==> src/rtl/noc_reasm_pkg.sv <==
package noc_reasm_pkg;

  // flit kind codes carried on the link
  typedef enum logic [1:0] {
    KIND_HEAD   = 2'd0,
    KIND_BODY   = 2'd1,
    KIND_TAIL   = 2'd2,
    KIND_SINGLE = 2'd3
  } flitKind_e;

  // strobes from control to datapath
  typedef struct packed {
    logic flitWr;   // store incoming flit into a packet buffer
    logic copyEn;   // move a whole packet buffer into a queue slot
  } dpStrobe_t;

endpackage

==> src/rtl/reasm_rr_arb.sv <==
module reasm_rr_arb #(
  parameter int N     = 6,
  parameter int IDX_W = 3
) (
  input  logic             clk,
  input  logic             rstN,
  input  logic [N-1:0]     req,
  input  logic             advance,
  output logic             gntValid,
  output logic [IDX_W-1:0] gntIdx
);

  logic [IDX_W-1:0] ptr;

  always_comb begin
    int cand;
    gntValid = 1'b0;
    gntIdx   = '0;
    // walk offsets downward so the smallest offset from ptr wins
    for (int k = N - 1; k >= 0; k--) begin
      cand = int'(ptr) + k;
      if (cand >= N) cand = cand - N;
      if (req[cand]) begin
        gntValid = 1'b1;
        gntIdx   = IDX_W'(cand);
      end
    end
  end

  always_ff @(posedge clk) begin
    if (!rstN) begin
      ptr <= '0;
    end else if (advance) begin
      ptr <= (gntIdx == IDX_W'(N - 1)) ? '0 : gntIdx + 1'b1;
    end
  end

  assert_grant_is_request_R7: assert property (@(posedge clk) disable iff (!rstN)
    advance |-> gntValid && req[gntIdx]);

endmodule

==> src/rtl/reasm_ctrl.sv <==
module reasm_ctrl
  import noc_reasm_pkg::*;
#(
  parameter int NUM_VNET       = 3,
  parameter int NUM_VC         = 2,
  parameter int MAX_FLITS      = 4,
  parameter int MSG_SLOTS      = 6,
  parameter int BEATS_PER_FLIT = 2,
  localparam int NUM_BUF   = NUM_VNET * NUM_VC,
  localparam int BUF_W     = (NUM_BUF > 1) ? $clog2(NUM_BUF) : 1,
  localparam int VNET_W    = (NUM_VNET > 1) ? $clog2(NUM_VNET) : 1,
  localparam int VC_W      = (NUM_VC > 1) ? $clog2(NUM_VC) : 1,
  localparam int POS_W     = (MAX_FLITS > 1) ? $clog2(MAX_FLITS) : 1,
  localparam int SLOT_W    = (MSG_SLOTS > 1) ? $clog2(MSG_SLOTS) : 1,
  localparam int NUM_BEATS = MAX_FLITS * BEATS_PER_FLIT,
  localparam int BSEL_W    = (NUM_BEATS > 1) ? $clog2(NUM_BEATS) : 1
) (
  input  logic              clk,
  input  logic              rstN,
  input  logic              flitValid,
  input  logic [1:0]        flitKind,
  input  logic [VNET_W-1:0] flitVnet,
  input  logic [VC_W-1:0]   flitVc,
  input  logic              beatReady,
  output dpStrobe_t         strobe,
  output logic [BUF_W-1:0]  flitBuf,
  output logic [POS_W-1:0]  flitPos,
  output logic [BUF_W-1:0]  copySrc,
  output logic [SLOT_W-1:0] copySlot,
  output logic [SLOT_W-1:0] headSlot,
  output logic [BSEL_W-1:0] beatSel,
  output logic              beatValid,
  output logic              beatLast,
  output logic              creditValid,
  output logic [VNET_W-1:0] creditVnet,
  output logic [VC_W-1:0]   creditVc
);

  localparam int CNT_W   = $clog2(MAX_FLITS + 1);
  localparam int QCNT_W  = $clog2(MSG_SLOTS + 1);
  localparam int BTOT_W  = $clog2(NUM_BEATS + 1);

  // per-buffer state
  logic [CNT_W-1:0] fillCnt [NUM_BUF];
  logic [NUM_BUF-1:0] complete;
  logic [NUM_BUF-1:0] claimed;

  // handoff stage
  logic             copyValid;
  logic [BUF_W-1:0] copyIdx;
  logic [BUF_W-1:0] creditBuf;

  // message queue bookkeeping
  logic [CNT_W-1:0]  slotLen [MSG_SLOTS];
  logic [SLOT_W-1:0] tailPtr;
  logic [SLOT_W-1:0] headPtr;
  logic [QCNT_W-1:0] qCount;

  logic [BUF_W-1:0] wrIdx;
  logic             isStart;
  logic             isEnd;
  logic             gntValid;
  logic [BUF_W-1:0] gntIdx;
  logic             roomFree;
  logic             take;
  logic             pop;
  logic [BTOT_W-1:0] beatsTotal;

  function automatic logic [SLOT_W-1:0] nextSlot(input logic [SLOT_W-1:0] p);
    return (p == SLOT_W'(MSG_SLOTS - 1)) ? '0 : p + 1'b1;
  endfunction

  always_comb begin
    wrIdx   = BUF_W'(flitVnet) * BUF_W'(NUM_VC) + BUF_W'(flitVc);
    isStart = (flitKind == KIND_HEAD) || (flitKind == KIND_SINGLE);
    isEnd   = (flitKind == KIND_TAIL) || (flitKind == KIND_SINGLE);
  end

  // queue room counts the packet already in the handoff stage
  assign roomFree = (int'(qCount) + int'(copyValid)) < MSG_SLOTS;
  assign take     = gntValid && roomFree;

  reasm_rr_arb #(.N(NUM_BUF), .IDX_W(BUF_W)) u_arb (
    .clk      (clk),
    .rstN     (rstN),
    .req      (complete & ~claimed),
    .advance  (take),
    .gntValid (gntValid),
    .gntIdx   (gntIdx)
  );

  // drain side
  assign beatValid  = (qCount != '0);
  assign beatsTotal = BTOT_W'(slotLen[headPtr]) * BTOT_W'(BEATS_PER_FLIT);
  assign beatLast   = beatValid && ((BTOT_W'(beatSel) + BTOT_W'(1)) == beatsTotal);
  assign pop        = beatValid && beatReady && beatLast;

  // datapath controls
  always_comb begin
    strobe.flitWr = flitValid;
    strobe.copyEn = copyValid;
    flitBuf  = wrIdx;
    flitPos  = isStart ? '0 : POS_W'(fillCnt[wrIdx]);
    copySrc  = copyIdx;
    copySlot = tailPtr;
    headSlot = headPtr;
  end

  assign creditVnet = VNET_W'(int'(creditBuf) / NUM_VC);
  assign creditVc   = VC_W'(int'(creditBuf) % NUM_VC);

  always_ff @(posedge clk) begin
    if (!rstN) begin
      for (int i = 0; i < NUM_BUF; i++) fillCnt[i] <= '0;
      for (int s = 0; s < MSG_SLOTS; s++) slotLen[s] <= '0;
      complete    <= '0;
      claimed     <= '0;
      copyValid   <= 1'b0;
      copyIdx     <= '0;
      creditValid <= 1'b0;
      creditBuf   <= '0;
      tailPtr     <= '0;
      headPtr     <= '0;
      qCount      <= '0;
      beatSel     <= '0;
    end else begin
      for (int i = 0; i < NUM_BUF; i++) begin
        if (flitValid && wrIdx == BUF_W'(i)) begin
          fillCnt[i] <= isStart ? CNT_W'(1) : fillCnt[i] + 1'b1;
          if (isEnd) complete[i] <= 1'b1;
        end
        if (take && gntIdx == BUF_W'(i)) claimed[i] <= 1'b1;
        if (copyValid && copyIdx == BUF_W'(i)) begin
          fillCnt[i]  <= '0;
          complete[i] <= 1'b0;
          claimed[i]  <= 1'b0;
        end
      end

      copyValid   <= take;
      copyIdx     <= gntIdx;
      creditValid <= copyValid;
      creditBuf   <= copyIdx;

      if (copyValid) begin
        slotLen[tailPtr] <= fillCnt[copyIdx];
        tailPtr          <= nextSlot(tailPtr);
      end

      if (pop) begin
        headPtr <= nextSlot(headPtr);
        beatSel <= '0;
      end else if (beatValid && beatReady) begin
        beatSel <= beatSel + 1'b1;
      end

      case ({copyValid, pop})
        2'b10:   qCount <= qCount + 1'b1;
        2'b01:   qCount <= qCount - 1'b1;
        default: qCount <= qCount;
      endcase
    end
  end

  assert_no_overflow_R6: assert property (@(posedge clk) disable iff (!rstN)
    int'(qCount) <= MSG_SLOTS);

  assert_body_fits_R2: assert property (@(posedge clk) disable iff (!rstN)
    flitValid && !isStart |-> fillCnt[wrIdx] != '0 && int'(fillCnt[wrIdx]) < MAX_FLITS);

  assert_no_write_done_R3: assert property (@(posedge clk) disable iff (!rstN)
    flitValid |-> !complete[wrIdx]);

  assert_credit_frees_R8: assert property (@(posedge clk) disable iff (!rstN)
    creditValid |-> fillCnt[creditBuf] == '0 && !complete[creditBuf]);

endmodule

==> src/rtl/reasm_dp.sv <==
module reasm_dp
  import noc_reasm_pkg::*;
#(
  parameter int NUM_BUF   = 6,
  parameter int MAX_FLITS = 4,
  parameter int MSG_SLOTS = 6,
  parameter int FLIT_W    = 64,
  parameter int BEAT_W    = 32,
  localparam int BUF_W     = (NUM_BUF > 1) ? $clog2(NUM_BUF) : 1,
  localparam int POS_W     = (MAX_FLITS > 1) ? $clog2(MAX_FLITS) : 1,
  localparam int SLOT_W    = (MSG_SLOTS > 1) ? $clog2(MSG_SLOTS) : 1,
  localparam int MSG_W     = MAX_FLITS * FLIT_W,
  localparam int NUM_BEATS = MSG_W / BEAT_W,
  localparam int BSEL_W    = (NUM_BEATS > 1) ? $clog2(NUM_BEATS) : 1
) (
  input  logic              clk,
  input  dpStrobe_t         strobe,
  input  logic [BUF_W-1:0]  flitBuf,
  input  logic [POS_W-1:0]  flitPos,
  input  logic [FLIT_W-1:0] flitData,
  input  logic [BUF_W-1:0]  copySrc,
  input  logic [SLOT_W-1:0] copySlot,
  input  logic [SLOT_W-1:0] headSlot,
  input  logic [BSEL_W-1:0] beatSel,
  output logic [BEAT_W-1:0] beatData
);

  logic [FLIT_W-1:0] bufMem  [NUM_BUF][MAX_FLITS];
  logic [MSG_W-1:0]  slotMem [MSG_SLOTS];
  logic [MSG_W-1:0]  headMsg;
  logic [BEAT_W-1:0] headBeats [NUM_BEATS];

  always_ff @(posedge clk) begin
    if (strobe.flitWr) bufMem[flitBuf][flitPos] <= flitData;
    if (strobe.copyEn) begin
      for (int f = 0; f < MAX_FLITS; f++) begin
        slotMem[copySlot][f*FLIT_W +: FLIT_W] <= bufMem[copySrc][f];
      end
    end
  end

  assign headMsg = slotMem[headSlot];

  for (genvar b = 0; b < NUM_BEATS; b++) begin : g_beat
    assign headBeats[b] = headMsg[b*BEAT_W +: BEAT_W];
  end

  assign beatData = headBeats[beatSel];

endmodule

==> src/rtl/noc_reassembly_port.sv <==
module noc_reassembly_port
  import noc_reasm_pkg::*;
#(
  parameter int NUM_VNET  = 3,
  parameter int NUM_VC    = 2,
  parameter int FLIT_W    = 64,
  parameter int MAX_FLITS = 4,
  parameter int MSG_SLOTS = 6,
  parameter int BEAT_W    = 32,
  localparam int VNET_W    = (NUM_VNET > 1) ? $clog2(NUM_VNET) : 1,
  localparam int VC_W      = (NUM_VC > 1) ? $clog2(NUM_VC) : 1
) (
  input  logic              clk,
  input  logic              rstN,
  input  logic              flitValid,
  input  logic [1:0]        flitKind,
  input  logic [VNET_W-1:0] flitVnet,
  input  logic [VC_W-1:0]   flitVc,
  input  logic [FLIT_W-1:0] flitData,
  output logic              creditValid,
  output logic [VNET_W-1:0] creditVnet,
  output logic [VC_W-1:0]   creditVc,
  output logic              beatValid,
  output logic [BEAT_W-1:0] beatData,
  output logic              beatLast,
  input  logic              beatReady
);

  localparam int NUM_BUF        = NUM_VNET * NUM_VC;
  localparam int BEATS_PER_FLIT = FLIT_W / BEAT_W;
  localparam int BUF_W          = (NUM_BUF > 1) ? $clog2(NUM_BUF) : 1;
  localparam int POS_W          = (MAX_FLITS > 1) ? $clog2(MAX_FLITS) : 1;
  localparam int SLOT_W         = (MSG_SLOTS > 1) ? $clog2(MSG_SLOTS) : 1;
  localparam int NUM_BEATS      = MAX_FLITS * BEATS_PER_FLIT;
  localparam int BSEL_W         = (NUM_BEATS > 1) ? $clog2(NUM_BEATS) : 1;

  dpStrobe_t         strobe;
  logic [BUF_W-1:0]  flitBuf;
  logic [POS_W-1:0]  flitPos;
  logic [BUF_W-1:0]  copySrc;
  logic [SLOT_W-1:0] copySlot;
  logic [SLOT_W-1:0] headSlot;
  logic [BSEL_W-1:0] beatSel;

  reasm_ctrl #(
    .NUM_VNET(NUM_VNET), .NUM_VC(NUM_VC), .MAX_FLITS(MAX_FLITS),
    .MSG_SLOTS(MSG_SLOTS), .BEATS_PER_FLIT(BEATS_PER_FLIT)
  ) u_ctrl (
    .clk(clk), .rstN(rstN),
    .flitValid(flitValid), .flitKind(flitKind), .flitVnet(flitVnet), .flitVc(flitVc),
    .beatReady(beatReady),
    .strobe(strobe), .flitBuf(flitBuf), .flitPos(flitPos),
    .copySrc(copySrc), .copySlot(copySlot), .headSlot(headSlot), .beatSel(beatSel),
    .beatValid(beatValid), .beatLast(beatLast),
    .creditValid(creditValid), .creditVnet(creditVnet), .creditVc(creditVc)
  );

  reasm_dp #(
    .NUM_BUF(NUM_BUF), .MAX_FLITS(MAX_FLITS), .MSG_SLOTS(MSG_SLOTS),
    .FLIT_W(FLIT_W), .BEAT_W(BEAT_W)
  ) u_dp (
    .clk(clk), .strobe(strobe), .flitBuf(flitBuf), .flitPos(flitPos), .flitData(flitData),
    .copySrc(copySrc), .copySlot(copySlot), .headSlot(headSlot), .beatSel(beatSel),
    .beatData(beatData)
  );

  assert_hold_beat_R5: assert property (@(posedge clk) disable iff (!rstN)
    beatValid && !beatReady |=> beatValid && $stable(beatData) && $stable(beatLast));

  assert_pair_in_range_R2: assert property (@(posedge clk) disable iff (!rstN)
    flitValid |-> int'(flitVnet) < NUM_VNET && int'(flitVc) < NUM_VC);

  assert_quiet_reset_R1: assert property (@(posedge clk) disable iff (!rstN)
    $rose(rstN) |-> !beatValid && !creditValid);

endmodule

==> config.mk <==
export PLATFORM = sky130hd
export DESIGN_NAME = noc_reassembly_port
export DESIGN_NICKNAME = d
export VERILOG_FILES = /design/src/rtl/noc_reasm_pkg.sv /design/src/rtl/reasm_rr_arb.sv /design/src/rtl/reasm_ctrl.sv /design/src/rtl/reasm_dp.sv /design/src/rtl/noc_reassembly_port.sv
export SDC_FILE = /design/constraint.sdc
export NUM_CORES = 2
export LEC_CHECK = 0
export ABC_AREA = 1
export BUFFER_PORTS_ARGS = -buffer_cell sky130_fd_sc_hd__clkbuf_2
export CAP_MARGIN = 20
export CELL_PAD_IN_SITES_DETAIL_PLACEMENT = 1
export CELL_PAD_IN_SITES_GLOBAL_PLACEMENT = 1
export CORE_UTILIZATION = 38
export CTS_CLUSTER_SIZE = 8
export DETAILED_ROUTE_END_ITERATION = 6
export PLACE_DENSITY_LB_ADDON = 0.1
export SYNTH_ARGS = -nofsm -noshare
export SYNTH_HDL_FRONTEND = slang
export SYNTH_SLANG_ARGS = --single-unit
==> constraint.sdc <==
create_clock -name clk -period 32.9 [get_ports clk]
set_input_delay 9.87 -clock clk [delete_from_list [all_inputs] [get_ports clk]]
set_output_delay 9.87 -clock clk [all_outputs]
set_load 0.1 [all_outputs]
* Word level (Yosys, flattened, before mapping)
Memory sizes are Yosys's and may differ from the RTL's. A register that Yosys moved wholly into a read port is not among the register bits.
Index checks and enable logic that the tools add are counted.
W data, S select, Z words.
** Operators by class
- $add $sub $neg :: 26
- Magnitude comparators :: 16
- Eq/ne operators :: 22
- Muxes and demuxes :: 116
- Bitwise operators :: 17
- Reductions and logical operators :: 45
** Operators with widths (count)
- $mux W256 :: 1
- $mux W32 :: 8
- $lt A32 B5 Y1 const B :: 6
- $demux W64 S2 :: 1
- $mux W3 :: 35
- $bmux W32 S3 :: 1
- $mux W64 :: 1
- $mux W1 :: 61
- $add A3 B1 Y3 const B :: 11
- $ge A32 B4 Y1 const B :: 1
- $lt A32 B4 Y1 const B :: 1
- $sub A32 B4 Y32 const B :: 1
- $eq A3 B3 Y1 const B :: 8
- $logic_and A1 B1 Y1 :: 23
- $sub A4 B3 Y5 const B :: 4
- $bmux W1 S3 :: 6
- $eq A3 B2 Y1 const B :: 6
- $ge A4 B3 Y1 const B :: 4
- $reduce_or A2 Y1 :: 7
- $or A1 B1 Y1 :: 12
- $reduce_and A2 Y1 :: 6
- $eq A3 B1 Y1 const B :: 3
- $logic_not A3 Y1 :: 3
- $add A3 B1 Y4 const B :: 2
- 24 further kinds :: 30
** Word-level totals
- Flip-flop bits (word level) :: 35
- Bits in writable memories :: 3108
- Output and inout bits :: 38
- Memories :: 4
** Memories
- u_dp.bufMem :: depth 6, width 256, read ports 1, clocked after memory_dff 1, wr ports 1, line reasm_dp.sv:28 : logic [FLIT_W-1:0] bufMem [NUM_BUF][MAX_FLITS];
- u_dp.slotMem :: depth 6, width 256, read ports 1, clocked after memory_dff 1, wr ports 1, line reasm_dp.sv:29 : logic [MSG_W-1:0] slotMem [MSG_SLOTS];
- u_ctrl.fillCnt :: depth 6, width 3, read ports 8, clocked after memory_dff 1, wr ports 6, line reasm_ctrl.sv:44 : logic [CNT_W-1:0] fillCnt [NUM_BUF];
- u_ctrl.slotLen :: depth 6, width 3, read ports 1, clocked after memory_dff 1, wr ports 6, line reasm_ctrl.sv:54 : logic [CNT_W-1:0] slotLen [MSG_SLOTS];

* Longest topological paths before layout
- Word-level depth :: 14
- Depth in mapped cells :: 27

* Hierarchy
From an unflattened synthesis, not the netlist that was laid out.
** Second synthesis, totals
- Cell total of the unflattened synthesis :: 10468
- Area total of the unflattened synthesis :: 127115.7 um2
** By module, submodules not included
- reasm_dp :: times used 1, cells each 9768, area an instance 122042.0 um2
- reasm_ctrl :: times used 1, cells each 492, area an instance 3923.8 um2
- reasm_rr_arb :: times used 1, cells each 208, area an instance 1149.9 um2

* Worst setup path before layout
No wires, ideal clock.
- Path type :: reg-to-reg
- From :: register u_ctrl.tailPtr[2], in the netlist u_ctrl.copySlot[2]
- To :: memory u_ctrl.slotLen[0][0] in the netlist's numbering, enable pin
- Arrival time :: 27.984 ns
- Data required time :: 32.517 ns
- Path slack :: 4.534 ns
- Stages on the path, launching flop included :: 4
- Buffers on the path :: 0
- Cells stage by stage :: dfxtp_1 > nor4_1 > nand2_1 > nand2_1
** RTL lines
- from (decl) :: line reasm_ctrl.sv:55 : logic [SLOT_W-1:0] tailPtr;
- from (signal assigned) :: line reasm_ctrl.sv:147 : tailPtr <= nextSlot(tailPtr);
- to (decl) :: line reasm_ctrl.sv:54

==> results_dict.tcl <==
set metrics [dict create \
    first_global_vias 79900 \
    grt_max_degree 189 \
    wl_um 406000 \
    syn_nets 9215 \
    synth_async_sr_flop_share 0 \
    detailroute.via_count 76700 \
    floorplan.io_pins 111 \
    synth_top_flop_cell "edfxtp_1" \
    drc 0 \
    clock_latency_ns 0.98 \
    worst-r2r-cell-count 17 \
    final_antenna_net_count 0 \
    totalNegativeSetupSlack_ns 0 \
    synthesis.yosys.warnings 0 \
    core-area_mm2 0.318 \
    cellPowerDensity_mw_per_mm2 85.0 \
    final_core_util 0.435 \
    grt.total_usage 0.249 \
    commonest_non_fill_non_tap_cells_in_the_layout "edfxtp_1, nand2_1, o21ai_0" \
    floorplan.initialDensity 0.382 \
    buffer_levels_on_the_longest_clock_path 4 \
    min_delay_path_depth 2 \
    postSynthCellCount 9121 \
    place.detailed.hpwl_um 221000 \
    cp_data_required_time_ns 23.03 \
    clock_tree.htree_level_count 5 \
    worstPathMaxFanout 66 \
    synth.lib_cells_used.distinct 45 \
    leakagePower_nw 46.1 \
    timing.setup.critical_path_class "reg2out" \
    gp_routability_congestion 0.764 \
    status "finished, final reports clean" \
    worstMarginPinSlew_ns 1.15 \
    drt-vias-per-instance 5.66 \
    drv_cap 0 \
    crit_path_end_kind "output port" \
    placement.io_buffers 110 \
    cts-buffers-inserted 432 \
    yosysSeqAreaShare 0.775 \
    cp_data_arrival_time_ns 5.95 \
    fin_worst_skew_ns 0.0435 \
    max-slew-margin-rel 0.228 \
    nets 9391 \
    synth_to_final_area_change_pct 14.0 \
    syn-mean-instance-area_um2 13.3 \
    clk_pin_slew_ns 0.05 \
    report.final.setup_viol 0 \
    synth-seq-cells 3152 \
    full_die_area_mm2 0.322 \
    ctsResizeCount 0 \
    die_width_um 568 \
    tritoncts "built" \
    synth_edf_count 3114 \
    grt.overflow.total 0 \
    syn_area_mm2 0.122 \
    drive_gt1_frac 0.0914 \
    dr.pass1.iters 5 \
    postCtsHoldBufs 0 \
    dieHeight_um 568 \
    hold_viol 0 \
    post_cts_setup_buffers 0 \
    setup_repair_after_global_routing_missed_its_margin "no" \
    startpoint_type "flop" \
    finalMaxSlewViolations 0 \
    drt_first_iter_violations 6408 \
    peakVddDrop_mv 0.183 \
    grt_first_pass_wirelength_um 581000 \
    period_needed_ns 15.82 \
    initial_antenna_violation_count 54 \
    routed_wire_length_per_instance_um 30.0 \
    num_rows 207 \
    layout.cells.most_common "edfxtp_1" \
    fmax_mhz 63.2 \
    fillCellCount 32000 \
    timing.hold.worst.class "reg2reg" \
    fin_crit_sh 0.481 \
    clock_sink_count 3152 \
    root_buffer "clkbuf_16" \
]
==> through the flow <==
stage               cells  total power, mW  setup WS, ns  cell area (um2)  hold WS [ns]
floorplan            9121             6.83          4.53           122000         0.433
CTS                 13500             11.9         17.01           138000         0.463
global route        13500             12.2         16.77           139000         0.490
global placement    13000             7.82         18.03           127000         0.447
finish              13600             11.8         17.08           139000         0.461
detailed placement  13000             7.89         18.05           127000         0.454
==> per-layer routing <==
layer  global-route usage  part of all wire  wire, um  vias up
li1                     -                 -         -    33700
met4               0.0670             0.026     10600       16
met5                    0           0.00025       100        -
met1                0.337              0.44    179000    40400
met2                0.419              0.48    196000     1901
met3               0.0356             0.051     20500      619
==> worst max-delay path, cell delays in order, from the launching register on <==
cell and delay, ns:
dfxtp_4 0.74, buf_4 0.68, buf_4 0.62, buf_4 0.71, o21ai_0 0.20, o22ai_1 0.19
nand2_1 0.06, o21ai_0 0.10, o21ai_0 0.09, o22ai_1 0.25, nand2_1 0.09, nand2_1 0.52
clkbuf_2 0.57
==> cell usage after synthesis (all sizes together) (3+ instances only) <==
cell	number	area share
a211oi	154	0.0095
a21boi	3	0.00019
a21oi	132	0.0056
a31oi	4	0.00021
a32o	59	0.0049
a32oi	41	0.0030
buf	152	0.0062
clkbuf	420	0.013
dfxtp	38	0.0063
edfxtp	3114	0.77
ha	20	0.0021
inv	106	0.0033
nand2	1869	0.058
nand3	55	0.0023
nand4	261	0.013
nor2	1106	0.034
nor3	8	0.00037
o21ai	1275	0.052
o22ai	265	0.014
o32ai	18	0.0013
xnor2	7	0.00050
==> power by group <==
group / total, mW / internal [mW] / switching (mW)
clock: 3.96 / 2.34 / 1.62
sequential: 5.24 / 5.15 / 0.0904
combinational: 2.58 / 0.511 / 2.07
total: 11.8 / 8.00 / 3.78
==> kinds of logic after synthesis <==
group,synth area share
and+or+nand+nor,0.109
DFF,0.775
adders and majority gates,0.00222
buffers and inverters,0.0225
xor gates and xnor gates,0.000504
AOI/OAI and AO/OA,0.0911
==> area by class of cell <==
class | instances | area, um2 | share of cell area
flip-flops and latches | 3152 | 94300 | 0.680
multi-input cells | 5289 | 24900 | 0.179
clock buffers | 470 | 11100 | 0.0799
well taps | 4180 | 5230 | 0.0377
repair buffers | 314 | 2240 | 0.0162
inverters | 108 | 473 | 0.00341
clock inverters | 22 | 380 | 0.00274
diodes | 16 | 40.0 | 0.000289
==> path summary, 6_finish.rpt <==
kind                                          from               end  slack [ns]
worst max-delay path                          flop       beatData[2]       17.08
worst min-delay path            u_ctrl.headSlot[1]              flop        0.46
worst max register to register                flop  u_ctrl.qCount[2]       28.42
worst min register to register  u_ctrl.headSlot[1]              flop        0.46
==> sequential cells by signal, summed over array words and instances (netlist names), named ones only <==
signal and count:
u_dp.bufMem 1536, u_dp.slotMem 1536, u_ctrl.slotLen 24, u_ctrl.fillCnt 18, u_ctrl.claimed 6, u_ctrl.complete 6, u_ctrl.beatSel 3, u_ctrl.copySlot 3
u_ctrl.copySrc 3, u_ctrl.creditBuf 3, u_ctrl.headSlot 3, u_ctrl.qCount 3, u_ctrl.u_arb.ptr 3, u_ctrl.copyValid 1, u_ctrl.creditValid 1
No activity file was read; power rests on OpenSTA's default activity.
